===== config.mk =====
export PLATFORM = sky130hd
export DESIGN_NAME = zt_sram
export DESIGN_NICKNAME = d
export VERILOG_FILES = /design/src/rtl/zt_sram_pkg.sv /design/src/rtl/zt_burst_gen.sv /design/src/rtl/zt_sleep_ctl.sv /design/src/rtl/zt_sram.sv
export SDC_FILE = /design/constraint.sdc
export NUM_CORES = 1
export LEC_CHECK = 0
export BUFFER_PORTS_ARGS = -buffer_cell sky130_fd_sc_hd__buf_4
export CORE_ASPECT_RATIO = 0.9
export CORE_MARGIN = 1
export CORE_UTILIZATION = 29
export CTS_CLUSTER_SIZE = 28
export DETAILED_ROUTE_END_ITERATION = 8
export HOLD_SLACK_MARGIN = 0.03
export PLACE_DENSITY = 0.54
export SLEW_MARGIN = 40
export SYNTH_ARGS = -nofsm -noshare
export SYNTH_HDL_FRONTEND = slang
export SYNTH_SLANG_ARGS = --single-unit
export TNS_END_PERCENT = 5

===== constraint.sdc =====
create_clock -name clk_i -period 3.4 [get_ports clk_i]
set_input_delay 0.34 -clock clk_i [delete_from_list [all_inputs] [get_ports clk_i]]
set_output_delay 0.34 -clock clk_i [all_outputs]
set_load 0.1 [all_outputs]

===== src/rtl/zt_sram_pkg.sv =====
package zt_sram_pkg;
  localparam int LANE_W = 9;

  typedef enum logic [1:0] {
    OP_NONE = 2'd0,
    OP_RD   = 2'd1,
    OP_WR   = 2'd2
  } op_e;

  // low two bits of the i-th burst address
  function automatic logic [1:0] burst_lo(logic ilv, logic [1:0] start, logic [1:0] idx);
    return ilv ? (start ^ idx) : (start + idx);
  endfunction
endpackage


===== src/rtl/zt_burst_gen.sv =====
module zt_burst_gen
  import zt_sram_pkg::*;
#(
  parameter int AW = 6
) (
  input  logic          clk_i,
  input  logic          rst_ni,
  input  logic          en_i,
  input  logic          load_i,
  input  logic          ilv_i,
  input  logic [AW-1:0] addr_i,
  output logic [AW-1:0] addr_o
);
  logic [AW-1:0] base_q;
  logic [1:0]    cnt_q, cnt_nxt;

  assign cnt_nxt = cnt_q + 2'd1;
  assign addr_o  = load_i ? addr_i
                          : {base_q[AW-1:2], burst_lo(ilv_i, base_q[1:0], cnt_nxt)};

  always_ff @(posedge clk_i or negedge rst_ni) begin
    if (!rst_ni) begin
      base_q <= '0;
      cnt_q  <= '0;
    end else if (en_i) begin
      if (load_i) begin
        base_q <= addr_i;
        cnt_q  <= '0;
      end else begin
        cnt_q <= cnt_nxt;
      end
    end
  end

  a_r9_burst_hold: assert property (@(posedge clk_i) disable iff (!rst_ni)
    !en_i |=> ($stable(cnt_q) && $stable(base_q)));
  a_r7_burst_step: assert property (@(posedge clk_i) disable iff (!rst_ni)
    (en_i && !load_i) |=> (cnt_q == $past(cnt_q) + 2'd1));
endmodule


===== src/rtl/zt_sleep_ctl.sv =====
module zt_sleep_ctl #(
  parameter int WAKE_CYC = 2
) (
  input  logic clk_i,
  input  logic rst_ni,
  input  logic sleep_i,
  output logic asleep_o,
  output logic waking_o
);
  localparam int CW = $clog2(WAKE_CYC + 1);

  logic [1:0]    z_q;
  logic [CW-1:0] wcnt_q;

  assign asleep_o = z_q[1];
  assign waking_o = !z_q[1] && (wcnt_q != '0);

  // free-running: sleep timing does not depend on the clock enable
  always_ff @(posedge clk_i or negedge rst_ni) begin
    if (!rst_ni) begin
      z_q    <= '0;
      wcnt_q <= '0;
    end else begin
      z_q <= {z_q[0], sleep_i};
      if (z_q[1])              wcnt_q <= CW'(WAKE_CYC);
      else if (wcnt_q != '0)   wcnt_q <= wcnt_q - CW'(1);
    end
  end

  a_r11_entry_delay: assert property (@(posedge clk_i) disable iff (!rst_ni)
    $rose(asleep_o) |-> $past(sleep_i, 2));
  a_r12_window_opens: assert property (@(posedge clk_i) disable iff (!rst_ni)
    $fell(asleep_o) |-> waking_o);
endmodule


===== src/rtl/zt_sram.sv =====
module zt_sram
  import zt_sram_pkg::*;
#(
  parameter int AW       = 6,
  parameter int NB       = 2,
  parameter int WAKE_CYC = 2
) (
  input  logic               clk_i,
  input  logic               rst_ni,
  input  logic               cke_ni,
  input  logic               cs1_ni,
  input  logic               cs2_i,
  input  logic               cs3_ni,
  input  logic               adv_i,
  input  logic               we_ni,
  input  logic [NB-1:0]      be_ni,
  input  logic [AW-1:0]      addr_i,
  input  logic [NB*LANE_W-1:0] dq_i,
  input  logic               oe_ni,
  input  logic               sleep_i,
  input  logic               flow_i,
  input  logic               ilv_i,
  output logic [NB*LANE_W-1:0] dq_o,
  output logic               dq_oe_o,
  output logic               wake_err_o
);
  localparam int DW    = NB * LANE_W;
  localparam int DEPTH = 1 << AW;

  logic en, live, sel, asleep, waking, wr_blocked;
  op_e  op_raw, op, last_q;
  logic [AW-1:0] cur_addr;

  op_e           s1_op_q, s2_op_q;
  logic [AW-1:0] s1_addr_q, s2_addr_q;
  logic [NB-1:0] s1_be_q, s2_be_q;

  logic [DW-1:0] mem [DEPTH];
  logic [DW-1:0] rd_word, merged, out_q;
  logic          out_vld_q, fwd_hit, rd_drive, wake_err_q;

  op_e           w_op;
  logic [AW-1:0] w_addr;
  logic [NB-1:0] w_be;

  assign en   = !cke_ni;
  assign live = en && !asleep;
  assign sel  = !cs1_ni && cs2_i && !cs3_ni;

  always_comb begin
    if (!adv_i) op_raw = sel ? (we_ni ? OP_RD : OP_WR) : OP_NONE;
    else        op_raw = last_q;
  end

  assign wr_blocked = waking && (op_raw == OP_WR);
  assign op         = wr_blocked ? OP_NONE : op_raw;

  zt_sleep_ctl #(.WAKE_CYC(WAKE_CYC)) u_sleep (
    .clk_i    (clk_i),
    .rst_ni   (rst_ni),
    .sleep_i  (sleep_i),
    .asleep_o (asleep),
    .waking_o (waking)
  );

  zt_burst_gen #(.AW(AW)) u_burst (
    .clk_i  (clk_i),
    .rst_ni (rst_ni),
    .en_i   (live && !wr_blocked),
    .load_i (!adv_i),
    .ilv_i  (ilv_i),
    .addr_i (addr_i),
    .addr_o (cur_addr)
  );

  // command pipeline: stage 1 holds the command of the last enabled edge
  always_ff @(posedge clk_i or negedge rst_ni) begin
    if (!rst_ni) begin
      last_q    <= OP_NONE;
      s1_op_q   <= OP_NONE;
      s2_op_q   <= OP_NONE;
      s1_addr_q <= '0;
      s2_addr_q <= '0;
      s1_be_q   <= '0;
      s2_be_q   <= '0;
    end else if (en) begin
      if (live && !wr_blocked) last_q <= op_raw;
      s1_op_q   <= live ? op : OP_NONE;
      s1_addr_q <= cur_addr;
      s1_be_q   <= ~be_ni;
      s2_op_q   <= s1_op_q;
      s2_addr_q <= s1_addr_q;
      s2_be_q   <= s1_be_q;
    end
  end

  // late write: one edge after command in flow-through, two in registered mode
  assign w_op   = flow_i ? s1_op_q   : s2_op_q;
  assign w_addr = flow_i ? s1_addr_q : s2_addr_q;
  assign w_be   = flow_i ? s1_be_q   : s2_be_q;

  always_ff @(posedge clk_i) begin
    if (en && (w_op == OP_WR)) begin
      for (int l = 0; l < NB; l++) begin
        if (w_be[l]) mem[w_addr][l*LANE_W +: LANE_W] <= dq_i[l*LANE_W +: LANE_W];
      end
    end
  end

  assign rd_word = mem[s1_addr_q];
  assign fwd_hit = !flow_i && (s1_op_q == OP_RD) && (s2_op_q == OP_WR)
                   && (s2_addr_q == s1_addr_q);

  for (genvar l = 0; l < NB; l++) begin : g_lane
    assign merged[l*LANE_W +: LANE_W] = (fwd_hit && s2_be_q[l])
                                        ? dq_i[l*LANE_W +: LANE_W]
                                        : rd_word[l*LANE_W +: LANE_W];
  end

  always_ff @(posedge clk_i or negedge rst_ni) begin
    if (!rst_ni) begin
      out_vld_q  <= 1'b0;
      out_q      <= '0;
      wake_err_q <= 1'b0;
    end else begin
      wake_err_q <= live && wr_blocked;
      if (en) begin
        out_vld_q <= (s1_op_q == OP_RD);
        if (s1_op_q == OP_RD) out_q <= merged;
      end
    end
  end

  assign rd_drive   = flow_i ? (s1_op_q == OP_RD) : out_vld_q;
  assign dq_o       = flow_i ? rd_word : out_q;
  assign dq_oe_o    = rd_drive && !oe_ni && !asleep;
  assign wake_err_o = wake_err_q;

  a_r10_oe_override: assert property (@(posedge clk_i) disable iff (!rst_ni)
    oe_ni |-> !dq_oe_o);
  a_r11_quiet_asleep: assert property (@(posedge clk_i) disable iff (!rst_ni)
    asleep |-> !dq_oe_o);
  a_r12_err_in_window: assert property (@(posedge clk_i) disable iff (!rst_ni)
    wake_err_o |-> $past(waking && !cke_ni));
  a_r10_no_drive_on_write: assert property (@(posedge clk_i) disable iff (!rst_ni)
    (!flow_i && $past(en && (s1_op_q == OP_WR))) |-> !dq_oe_o);
  a_r14_desel_continue: assert property (@(posedge clk_i) disable iff (!rst_ni)
    (live && adv_i && (last_q == OP_NONE)) |=> (s1_op_q == OP_NONE));
endmodule


Word-level counts from Yosys, hierarchy flattened
Memory sizes are Yosys's and may differ from the RTL's.
Cells that the tools add are included.
- register bits after elaboration: 54
- bits in writable memories: 1152
- bits of input ports: 38
- output and inout port bits: 20
- word-level logic and storage cells: 77
- memories: 1
- memory list (name ; words ; bits a word ; rd ports ; clocked after memory_dff ; wr ports ; line ; source):
    mem ; 64 ; 18 ; 1 ; 0 ; 1 ; zt_sram.sv:38 ; logic [DW-1:0] mem [DEPTH];
- add/sub/neg operators: 3
- eq/ne operators: 5
- mux-type cells: 23
- bitwise gates (word level): 4
- reduce and logical (&&, ||, !) cells: 27
- operator list (operator ; count):
    $mux W2 ; 11
    $mux W18 ; 1
    $mux W9 ; 2
    $logic_and A1 B1 Y1 ; 15
    $mux W6 ; 2
    $logic_not A1 Y1 ; 7
    $mux W1 ; 7
    $eq A2 B2 Y1 const B ; 3
    $eq A6 B6 Y1 ; 1
    $reduce_and A2 Y1 ; 3
    $reduce_bool A2 Y1 ; 2
    $add A2 B1 Y2 const B ; 1
    $add A2 B2 Y2 ; 1
    $eq A2 B1 Y1 const B ; 1
    $not A1 Y1 ; 2
    $not A2 Y2 ; 1
    $sub A2 B1 Y2 const B ; 1
    $xor A2 B2 Y2 ; 1

Longest topological paths before layout
- depth after elaboration: 10
- depth in mapped cells: 11
- depth with buffers taken out: 8

Modules after synthesis
From an unflattened synthesis, not the netlist that was laid out.
- cell total of the unflattened synthesis: 2291
- area, all modules: 46940.0 um^2
- modules (own cells, without submodules) (module ; instances ; cells each ; area an instance (um^2) ; seq. area each (um^2)):
    zt_sram ; 1 ; 2245 ; 46349.5 ; 35644.2
    zt_burst_gen ; 1 ; 34 ; 441.7 ; 200.2
    zt_sleep_ctl ; 1 ; 12 ; 148.9 ; 100.1

Least setup slack after synthesis
No wires, ideal clock.
- path type: reg-to-output
- start: register s1_addr_q[2]
- end: output dq_o[2]
- data arrival time: 4.037 ns
- data required time: 3.060 ns
- path slack: -0.977 ns
- stages on the path, launching flop included: 10
- buffers on the path: 3
- path through: dfrtp_1 buf_4 buf_2 buf_1 mux4_2 mux2i_1 o211ai_1 nand2_1 or3_1 o21ai_0
- longest elaborated chain between the ends: 2
- RTL lines (item ; line ; source):
    start, declared ; zt_sram.sv:35 ; logic [AW-1:0] s1_addr_q, s2_addr_q;
    start signal, assigned ; zt_sram.sv:89 ; s1_addr_q <= cur_addr;
    $mem_v2 Z64 W18 ; - ;
    $mux W18 ; zt_sram.sv:135 ; assign dq_o = flow_i ? rd_word : out_q;
    end, declared ; zt_sram.sv:23 ; output logic [NB*LANE_W-1:0] dq_o,
No other way between the ends.

Final worst setup path
- start: register s1_addr_q[0]
- end: output dq_o[12]
The elaborated chain is that of the path after synthesis.

==> impl_results.md <==
* Residual DRC at 0
* Chip width at 427 microns
* Setup Skew at between 0.02 and 0.025 ns
* Crit path kind: flip-flop to output pin
* Chip height at 385 microns
* First-pass GRT wire length at 173000 microns
* Total vias in the final route at 23800
* Proportion of layout cells with a drive suffix above 1 at 0.348
* Power density cells at 636 mW/mm^2
* FF+latch area at around 0.036 sq mm
* Clk pin slew, worst setup/hold paths at 0.06 ns
* WL final at 118000 microns
* Min-delay src: dq_i[2]
* Slew HR at 0.446
* Worst slew pin tran at 0.831 ns
* Crit path cell chain: buf_12 > buf_12 > buf_16 > mux4_2 > a22oi_2 > buf_4 > a21oi_2 > or4_4 > mux2_4 > buf_12
* Crit path DAT at 3.69 ns
* Most frequent CP cell: buf_12
* Critical Path Start: s1_addr_q[0]
* Gp weighted congestion at 0.819
* Tmin final at around 4.0 ns
* Area Growth Syn to Fin at 21.0%
* Final setup fails at 18
* Dominant cells by area after synthesis: edfxtp_1 73%, mux4_2 14%, dfrtp_1 2.9%
* Vias/cell at a little under 5
* Worst-Skew Late Latency at approximately 0.73 ns
* Syn_nets at approximately 2300
* Most numerous cell in the Yosys netlist: edfxtp_1
* Ys Warns at 0
* Max Cap Viol at 0
* Synthesized area per cell at 20.7 sq um
* Clk buf depth at 3
* Initial Util at 0.294
* Initial antenna violation count at 2
* Ports at 58
* PortBufs at 57
* Register bit total from synthesis at 1206
* Vias in the first global route at approximately 25000
* CP Launch Type: flip-flop
* Fillcell total at 14700
* Hold_ws at 0.182 ns
* Full die area at 0.164 sq mm
* Post-synthesis cell area at 0.0471 sq mm
* CP Data Required Time at slightly above 3 ns
* Max frequency at 0.248 GHz
* Hold crit path type: input pin to flip-flop
* Cell Rows at ~140
* Number of distinct library cells after synthesis at 43
* Synth top cells by count: 1152 x edfxtp_1, 289 x mux4_2, 159 x nor2_1, 94 x a22oi_1, 77 x nand2_1
* Hpwl dp at 72700 microns
* Multi-input gate area at ~0.011 sq mm
* Average routed wire per standard cell at 24.4 microns
* CP top delay family: multiplexers
* Final Slew Violations at 0
* Failing checks: setup timing
* Htree depth at 3
* Num CTS Buffers at 110
* Core Box Area at approximately 0.16 sq mm
* Drt pass-1 iters at 5
* Top-area cell type share of the netlist area at 0.734
* RSZ-0062 raised after global routing: true
* Peak VDD IR at 511 uV
* CP peak stage delay at 0.60 ns
* Final WS setup at -0.625 ns
* Area after DPL at between 0.05 and 0.06 sq mm
* Post-synth EDFFs at 1152
* Post-route cell area at 0.0571 sq mm
* Final hold vios at 0
* Async set-reset flop share out of synthesis at 0.0448
* CP Max Fanout at 8
* Reg-to-Reg Start: s1_addr_q[5]
* Remaining global-route overflow at 0
* Lkg Pwr at 18.3 nW
* Register area share after synthesis at 0.762
* Largest net degree at the start of global routing at 66
* Root Driver: clkbuf_16
* CTS tree: done
* Period utilization at 1.18
* Num Clock Sinks at 1206
* 1st-iter DRT viols at 2320
* Antenna Nets Post-Route at 0
* Post-Synthesis Cells at approximately 2300
* Worst path slowest cell: or4_4
* Ys flop type: edfxtp_1
* Cell taking the most area after synthesis: edfxtp_1
* Status: finished, violations left
* Worst Path Buf+Inv at 5
* Crit end category: output pin
* Final #Nets at 2692
* All-Layer GR Usage at 0.144
final timing paths:
| check | endpoint | slack [ns] | cells past startpoint |
|---|---|---|---|
| max in group asynchronous | s1_addr_q[0] | 2.60 | 2 |
| worst min-delay path | mem[8][2] | 0.18 | 1 |
| worst max-delay path | dq_o[12] | -0.63 | 10 |
| min in group asynchronous | u_burst.base_q[1] | 0.24 | 2 |
| worst max register to register | mem[49][4] | 0.34 | 5 |
| worst min register to register | u_sleep.z_q[1] | 0.36 | 0 |
state kept, by name, indices dropped and copies added, names as in the netlist:
| name | cells |
|---|---|
| s1_op_q | 2 |
| u_sleep.z_q | 2 |
| u_burst.cnt_q | 2 |
| s1_be_q | 2 |
| u_sleep.wcnt_q | 2 |
| last_q | 2 |
| s2_op_q | 2 |
| out_q | 18 |
| s1_addr_q | 6 |
| s2_addr_q | 6 |
| mem | 1152 |
| u_burst.base_q | 6 |
| out_vld_q | 1 |
| s2_be_q | 2 |
| wake_err_o | 1 |
layer usage:
| metal | share of wire | track usage | vias to the layer above |
|---|---|---|---|
| met4 | 0.021 | 0.0334 | 0 |
| met5 | 0 | 0 | - |
| met3 | 0.057 | 0.0240 | 161 |
| met1 | 0.42 | 0.194 | 12700 |
| li1 | - | - | 10200 |
| met2 | 0.50 | 0.241 | 731 |
report_power, final:
part	total (mW)	switching (mW)	internal, mW
registers	16.6	0.179	16.4
logic	7.24	4.07	3.17
clock network	12.4	5.43	7.00
total	36.3	9.69	26.6
cell families after synthesis:
logic type | share of synthesized area
XOR/XNOR | 0.00167
AO/OA/AOI/OAI | 0.0330
AND/OR/NAND/NOR | 0.0286
flip-flops | 0.762
buffers and inverters | 0.0144
adder cells (fa/ha/maj) | 0.000531
multiplexers | 0.159
layout by cell type, fill, tap and decap left out, drive strengths merged, types with 10 or more instances in the layout:
| cell | count |
|---|---|
| edfxtp | 1152 |
| buf | 368 |
| mux4 | 289 |
| nor2 | 159 |
| clkbuf | 134 |
| a22oi | 94 |
| nand2 | 77 |
| mux2i | 68 |
| a21oi | 59 |
| dfrtp | 54 |
| clkinv | 42 |
| o21ai | 33 |
| mux2 | 29 |
| dlygate4sd3 | 14 |
| bufinv | 13 |
| nor2b | 13 |
| nand2b | 13 |
| inv | 13 |
| a22o | 12 |
| or4 | 11 |
| nand3 | 10 |
through the flow:
stage / utilization / power, mW / setup TNS [ns] / worst slack [ns] / std cells
after floorplan: - / 20.9 / -1.82 / -0.337 / 2282
after global placement: 0.324 / 23.1 / -0.558 / -0.123 / 4612
after detailed placement: 0.324 / 23.2 / -0.698 / -0.144 / 4612
after CTS: 0.355 / 36.6 / -11.17 / -0.675 / 4847
after global routing: 0.355 / 37.5 / -12.01 / -0.730 / 4852
final: 0.355 / 36.3 / -9.95 / -0.625 / 4853
layout make-up:
class | count | area share
flip-flops and latches | 1206 | 0.630
well taps | 2115 | 0.0464
repair buffers | 385 | 0.0667
clock inverters | 65 | 0.0122
diodes | 1 | 0.0000439
inverters | 7 | 0.000460
clock buffers | 132 | 0.0504
multi-input cells | 942 | 0.194
worst register-to-register path: stages (launching register included):
cell	delay [ns]
dfrtp_1	0.73
nand2b_1	0.60
o22ai_2	0.53
nand2_1	0.36
nor2_1	0.30
buf_4	0.23
what timing repair did:
action | in CTS | in global routing
pin swaps | 42 | 7
hold buffers | 14 | 0
cloned | 9 | 2
endpoints found under the setup margin | 18 | 25
gates resized for setup | 168 | 15
endpoints found under the hold margin | 75 | 0
setup buffers | 16 | 3
(Power assumes the default switching activity.)
